===== src/rtl/dma_mode_pick.sv =====
module dma_mode_pick #(
  parameter int MW = 8
) (
  input  logic          clk,
  input  logic          rst_n,
  input  logic          start,
  input  logic          step_down,
  input  logic [7:0]    req_mode,
  input  logic [2:0]    field_valid,
  input  logic [15:0]   ultra_word,
  input  logic [15:0]   mword_word,
  input  logic [15:0]   sword_word,
  input  logic [7:0]    legacy_sw_timing,
  input  logic [MW-1:0] host_ultra_mask,
  input  logic [MW-1:0] host_mword_mask,
  input  logic [MW-1:0] host_sword_mask,
  input  logic          cable_80w,
  input  logic          is_disk,
  input  logic          host_no_pkt_dma,
  output logic [7:0]    mode_out,
  output logic          done,
  output logic          id_bad
);
  localparam logic [7:0] UBASE = 8'h40;
  localparam logic [7:0] MBASE = 8'h20;
  localparam logic [7:0] SBASE = 8'h10;
  localparam logic [7:0] PIO4  = 8'h0C;
  localparam logic [7:0] UTOP  = UBASE + 8'(MW - 1);

  function automatic logic [7:0] top_bit(input logic [MW-1:0] m);
    top_bit = 8'd0;
    for (int i = 0; i < MW; i++)
      if (m[i]) top_bit = 8'(i);
  endfunction

  logic [MW-1:0] u_raw, u_msk, m_msk, s_leg, s_msk;
  logic          u_slow;
  logic [7:0]    found, capped, pick, next_mode;
  logic          bad_now;

  assign u_raw  = field_valid[2] ? (host_ultra_mask & ultra_word[MW-1:0]) : '0;
  assign u_slow = (req_mode > UBASE + 8'd2) && !cable_80w && (|u_raw[MW-1:3]);
  assign u_msk  = u_slow ? (u_raw & MW'(7)) : u_raw;
  assign m_msk  = field_valid[1] ? (host_mword_mask & mword_word[MW-1:0]) : '0;
  assign s_leg  = (legacy_sw_timing != 8'd0 && legacy_sw_timing <= 8'd2)
                ? ((MW'(2) << legacy_sw_timing[1:0]) - MW'(1)) : '0;
  assign s_msk  = field_valid[1] ? (host_sword_mask & sword_word[MW-1:0])
                                 : (host_sword_mask & s_leg);

  always_comb begin
    if (req_mode >= UBASE && u_msk != '0)      found = UBASE + top_bit(u_msk);
    else if (req_mode >= MBASE && m_msk != '0) found = MBASE + top_bit(m_msk);
    else if (req_mode >= SBASE && s_msk != '0) found = SBASE + top_bit(s_msk);
    else                                       found = 8'd0;
  end

  assign capped    = (found < req_mode) ? found : req_mode;
  assign pick      = (!is_disk && host_no_pkt_dma) ? 8'd0 : capped;
  assign next_mode = (req_mode > UBASE && req_mode <= UTOP) ? req_mode - 8'd1 : PIO4;

  always_comb begin
    if (field_valid[2])      bad_now = (ultra_word[15:8] != 8'd0) && (mword_word[15:8] != 8'd0);
    else if (field_valid[1]) bad_now = (mword_word[15:8] != 8'd0) && (sword_word[15:8] != 8'd0);
    else                     bad_now = 1'b0;
  end

  always_ff @(posedge clk) begin
    if (!rst_n) begin
      mode_out <= 8'd0;
      done     <= 1'b0;
      id_bad   <= 1'b0;
    end else begin
      done <= start;
      if (start) begin
        mode_out <= step_down ? next_mode : pick;
        id_bad   <= bad_now;
      end
    end
  end
endmodule


===== config.mk =====
export PLATFORM = sky130hd
export DESIGN_NAME = dma_mode_pick
export DESIGN_NICKNAME = d
export VERILOG_FILES = /design/src/rtl/dma_mode_pick.sv
export SDC_FILE = /design/constraint.sdc
export NUM_CORES = 1
export LEC_CHECK = 0
export BUFFER_PORTS_ARGS = -buffer_cell sky130_fd_sc_hd__clkbuf_2
export CAP_MARGIN = 5
export CORE_MARGIN = 2
export CORE_UTILIZATION = 41
export DETAILED_ROUTE_END_ITERATION = 8
export GPL_TIMING_DRIVEN = 0
export PLACE_DENSITY = 0.82
export SETUP_SLACK_MARGIN = 0.2
export SLEW_MARGIN = 10
export SYNTH_ARGS = -nofsm -noshare
export SYNTH_HDL_FRONTEND = slang
export SYNTH_SLANG_ARGS = --single-unit

===== constraint.sdc =====
create_clock -name clk -period 4.9 [get_ports clk]
set_input_delay 0.735 -clock clk [delete_from_list [all_inputs] [get_ports clk]]
set_output_delay 0.735 -clock clk [all_outputs]
set_load 0.02 [all_outputs]

* Yosys cells after proc, flatten, opt, wreduce, memory -nomap -nowiden *
Index checks and enable logic that the tools add are counted.

operators by class
  add/sub/neg operators = 5
  order comparisons = 8
  shift-type cells = 1
  muxes and demuxes = 41
  bitwise operators = 4
  reduce and logical (&&, ||, !) cells = 20

operators by type and width
  cell                 count
  $mux 8               36
  $reduce_bool 8->1    7
  $and 8x8->8          4
  $gt 8x7->1 const B   2
  $sub 8x1->8 const B  2
  $logic_and 1x1->1    10
  $add 5x8->8 const A  1
  $add 6x8->8 const A  1
  $add 7x8->8 const A  1
  $ge 8x5->1 const B   1
  $ge 8x6->1 const B   1
  $ge 8x7->1 const B   1
  $le 8x2->1 const B   1
  $le 8x7->1 const B   1
  $lt 8x8->1           1
  $shl 2x2->8 const A  1
  $mux 1               5
  $reduce_or 5->1      1
  $logic_not 1->1      2

storage, ports and cells
  bits in registers = 10
  input bits = 98
  output and inout port bits = 10
  logic and storage cells = 82

* Logic depth before layout (Yosys ltp) *
  depth after elaboration = 23
  gate-level depth with buffers = 17

* Worst setup path after synthesis *
OpenSTA, ideal clock, no wires.

  kind = input port to flip-flop
  start point = input req_mode[0]
  end point = register mode_out[6]
  arrival = 3.565 ns
  required time = 4.749 ns
  setup slack = 1.184 ns
  stages on the path = 16
  buffers on the path = 0
  cells stage by stage = inv_1 > ha_1 > a21bo_1 > a311oi_1 > a31oi_1 > o221ai_2 > inv_1 > o31a_1 > ha_1 > a21o_1 > a21oi_1 > nor2_1 > nor2_1 > o41ai_4 > nand4_1 > o221ai_1

between the ends
  longest elaborated chain between the ends = 16
  elaborated cells on any way between the ends = 30
  classes of those cells = add/sub: 2; order compare: 7; mux: 14; reduce/logical: 7

RTL lines
  element                         line  text
  start, declared                 8     input logic [7:0] req_mode,
  $gt 8x7->1                      42    assign u_slow = (req_mode > UBASE + 8'd2) && !cable_80w && (|u_raw[MW-1:3]);
  $logic_and 1x1->1 (2 in a row)  42
  $mux 8                          43    assign u_msk = u_slow ? (u_raw & MW'(7)) : u_raw;
  $mux 8 (5 in a row)             33    if (m[i]) top_bit = 8'(i);
  $mux 8                          51    if (req_mode >= UBASE && u_msk != '0) found = UBASE + top_bit(u_msk);
  $add 7x8->8                     51
  $mux 8                          51
  $lt 8x8->1                      57    assign capped = (found < req_mode) ? found : req_mode;
  $mux 8                          57
  $mux 8                          58    assign pick = (!is_disk && host_no_pkt_dma) ? 8'd0 : capped;
  $mux 8 (*)                      75    mode_out <= step_down ? next_mode : pick;
  end signal, assigned            75
  end, declared                   20    output logic [7:0] mode_out,

Mark *: on every way between the ends. The rest lies on a longest branch, timed or not. The select of a mux whose other input is x is not followed.
A chain may end at the register's enable or synchronous reset.

* Worst setup path in the final report *
  start point = input req_mode[0]
  end point = register mode_out[5]

Same word-level chain as after synthesis.

==> key figures <==
Yosys
  • Sequential cell area fraction in the yosys report: 13.9%
  • Library cells used by synthesis: 55
  • Post-synth EDFFs: 0
  • Warning count from the yosys run: 0
  • Largest area contributor in the netlist: sky130_fd_sc_hd__dfxtp_1
  • Dominant synthesized flop cell: sky130_fd_sc_hd__dfxtp_1
  • Top cells by area in the synthesized netlist: sky130_fd_sc_hd__dfxtp_1 (14%), sky130_fd_sc_hd__nand2_1 (8.6%), sky130_fd_sc_hd__ha_1 (6.9%)
  • Area of the mapped netlist: 1440 um^2
  • Avg Synthesized Cell Area: 7.15 um^2
  • Synthesis-stage register bit count: 10
  • Number of instances in the synthesized netlist: 202
  • Share of async-settable or async-resettable flops after synthesis: 0%
  • Mapped Nets: 308
  • Area share of the largest cell type after synthesis: 13.9%

Worst setup path
  • Worst setup SP type: input port
  • Signal arrival time at the worst endpoint: 4350 ps
  • Critical path capture point type: flip-flop
  • Data required time at the worst endpoint: 5060 ps
  • Reg-to-reg slack, setup: 4070 ps
  • Critical-path maximum fanout: 7
  • Critical path type: input port to flip-flop

GRT
  • GRT Overall Usage: 21.1%
  • Via count of the first global-routing pass: 1,793
  • Total congestion overflow after global routing: 0
  • Initial antenna violation count: 0
  • Largest net degree at the start of global routing: 11
  • Met2 usage in global routing: 37.6%
  • Met3 Resource Use GR: 4.29%
  • GR peak layer: met2
  • GR Util met1: 26.2%
  • Wire length of the first global-routing pass: 7.10 mm

Finish
  • Top library cells by usage in the layout, fill and taps aside: sky130_fd_sc_hd__clkbuf_2 (102), sky130_fd_sc_hd__nand2_1 (33), sky130_fd_sc_hd__nor2_1 (14), sky130_fd_sc_hd__a21oi_1 (13), sky130_fd_sc_hd__nand3_1 (12)
  • Relative area change from synthesis to final layout: 40.9%
  • Fraction of layout instances using a drive strength above 1: 38.8%
  • Core occupancy in the finished layout: 60.5%
  • Diodes inserted: 0
  • Most common library cell in the layout ignoring fill and taps: sky130_fd_sc_hd__clkbuf_2
  • Nets: 415

Floorplan
  • Effective utilization at floorplan: 42.9%
  • Die height: 63.3 um
  • Boundary Pins: 108
  • Standard-cell rows: 21
  • Full die area: 4010 um^2
  • Width of the die: 63.3 um
  • Core area: 3360 um^2

Timing
  • Achievable frequency: 0.239 GHz
  • Crit path setup slack, layout: 713 ps
  • Actual slew at the worst max-slew pin: 731 ps
  • Pins Over Slew Limit: 0
  • RSZ-0062 raised after global routing: false
  • Number of endpoints failing setup at the final stage: 0
  • Final Hold Slack: 457 ps
  • Final hold violation count: 0
  • Time the worst path needs with I/O delays and setup: 4190 ps
  • Final-layout setup total negative slack: 0 ps
  • Post-route fraction of the period consumed by the critical path: 85.4%
  • Slew headroom: 50.9%
  • Worst-case clock skew: 0 ps

Placement
  • Routability Congestion: 0.933
  • Half-perimeter wire length after placement: 3.74 mm
  • PortBufs: 102
  • Post-Place Worst Slack: 485 ps

Routing
  • Antenna Violating Nets Remaining: 0
  • DRC violations left: 0
  • Vias per cell: 5.54
  • Average wire per cell in the routed design: 12.0 um
  • Total wire length: 4.24 mm
  • Count of vias placed by the detailed router: 1,957
  • Count of TritonRoute iterations in the first routing pass: 4
  • Starting DRC count in detailed routing: 80

Clocking
  • Buffer count from post-CTS setup fixing: 0
  • Hold buffer count at cts: 0
  • # clock sinks: 10
  • Clock-pin slew on the worst setup and hold paths: 60 ps
  • Maximum clock insertion buffer count: 2
  • Number of buffers created by CTS: 3
  • Count of instances resized after the clock tree is built: 0
  • Clock tree from TritonCTS: built
  • Clock insertion delay at the later pin of the skew report: 260 ps
  • H-tree levels: 1
  • Clock root buffer: sky130_fd_sc_hd__clkbuf_4

Pwr
  • Lkg Pwr: 1.04 nW
  • Pwr Total: 0.302 mW
  • Worst vdd ir: 0.0000877 V
  • Power density over cell area: 149 nW/um^2

Worst hold path
  • Class of the most critical hold timing path: flip-flop to flip-flop

Flow run
  • Max-capacitance violation count: 0

Outcome
  • Status: complete, no violations
## kinds of logic (layout without fill, tap and decap cells)
group                    after synthesis  count (layout)  synth area share, %
adder cells (fa/ha/maj)                8               8                 6.93
buffers and inverters                 16             121                 4.68
AO/OA/AOI/OAI                         70              70                 38.7
AND/OR/NAND/NOR                       89              89                 29.9
multiplexers                           5               5                 3.47
flip-flops                            10              10                 13.9
XOR/XNOR                               4               4                 2.43
## critical path: stages
cell and delay, ps:
sky130_fd_sc_hd__clkbuf_2 100, sky130_fd_sc_hd__inv_1 80, sky130_fd_sc_hd__ha_1 210, sky130_fd_sc_hd__a21bo_1 190, sky130_fd_sc_hd__a311oi_1 640, sky130_fd_sc_hd__a31oi_1 120, sky130_fd_sc_hd__o221ai_2 230, sky130_fd_sc_hd__inv_1 170
sky130_fd_sc_hd__o31a_1 350, sky130_fd_sc_hd__ha_1 300, sky130_fd_sc_hd__a21o_1 180, sky130_fd_sc_hd__a21oi_1 150, sky130_fd_sc_hd__nor2_1 50, sky130_fd_sc_hd__nor2_1 290, sky130_fd_sc_hd__o41ai_4 230, sky130_fd_sc_hd__mux2i_1 240
sky130_fd_sc_hd__o21ai_1 80
## synth_stat cells, types with 2 or more instances
master / instances
sky130_fd_sc_hd__nor4_2: 2
sky130_fd_sc_hd__mux2i_1: 5
sky130_fd_sc_hd__o22a_2: 2
sky130_fd_sc_hd__nand3_1: 12
sky130_fd_sc_hd__a32oi_1: 2
sky130_fd_sc_hd__a21o_1: 2
sky130_fd_sc_hd__nor2_1: 14
sky130_fd_sc_hd__nor3_1: 6
sky130_fd_sc_hd__a22o_1: 4
sky130_fd_sc_hd__o21a_1: 2
sky130_fd_sc_hd__or2_2: 2
sky130_fd_sc_hd__inv_1: 11
sky130_fd_sc_hd__o221ai_1: 2
sky130_fd_sc_hd__a31oi_1: 3
sky130_fd_sc_hd__a31o_1: 2
sky130_fd_sc_hd__ha_1: 8
sky130_fd_sc_hd__nand4_1: 5
sky130_fd_sc_hd__xor2_1: 2
sky130_fd_sc_hd__o21ai_0: 6
sky130_fd_sc_hd__o211a_1: 2
sky130_fd_sc_hd__nor4_1: 6
sky130_fd_sc_hd__dfxtp_1: 10
sky130_fd_sc_hd__a21oi_1: 13
sky130_fd_sc_hd__a22oi_1: 7
sky130_fd_sc_hd__clkbuf_1: 4
sky130_fd_sc_hd__nand2_1: 33
sky130_fd_sc_hd__xnor2_1: 2
sky130_fd_sc_hd__a32o_1: 2
sky130_fd_sc_hd__o21ai_1: 3
sky130_fd_sc_hd__nand2b_1: 3
## final cells by class
type                            instances  area, um^2
Buffer                                  5        26.3
Clock buffer                            3        22.5
Fill cell                             363        1330
Inverter                               11        41.3
Multi-Input combinational cell        176        1180
Sequential cell                        10         200
Tap cell                               46        57.6
Timing Repair Buffer                  102         510
## power by group
group	switching, mW	leakage [nW]	internal, mW
Combinational	0.0846	0.947	0.0741
Sequential	0.00230	0.0821	0.0858
Clock	0.0271	0.0138	0.0284
Total	0.114	1.04	0.188
## path summary, 6_finish.rpt
kind | from | to | depth (start not counted)
max | req_mode[0] | mode_out[5] | 17
min | mode_out[5] | mode_out[5] | 2
max reg2reg | mode_out[6] | mode_out[6] | 3
min reg2reg | mode_out[5] | mode_out[5] | 2
## routing by layer
metal | vias up | share of wire (%)
met1 | 874 | 42
li1 | 993 | -
met2 | 84 | 49
met3 | 6 | 7.9
met4 | 0 | 1.0
met5 | - | 0
## flip-flops by register name, summed over array words and instances, names as in the netlist
| name | count |
|---|---|
| mode_out | 8 |
| id_bad | 1 |
| done | 1 |
## per-stage QoR
step,cell area (um^2),cells
6_report,2030,353
2_1_floorplan,1440,202
4_1_cts,2030,353
3_3_place_gp,2010,350
5_1_grt,2030,353
3_5_place_dp,2010,350
Note: power is estimated with default switching activity, not from simulation.
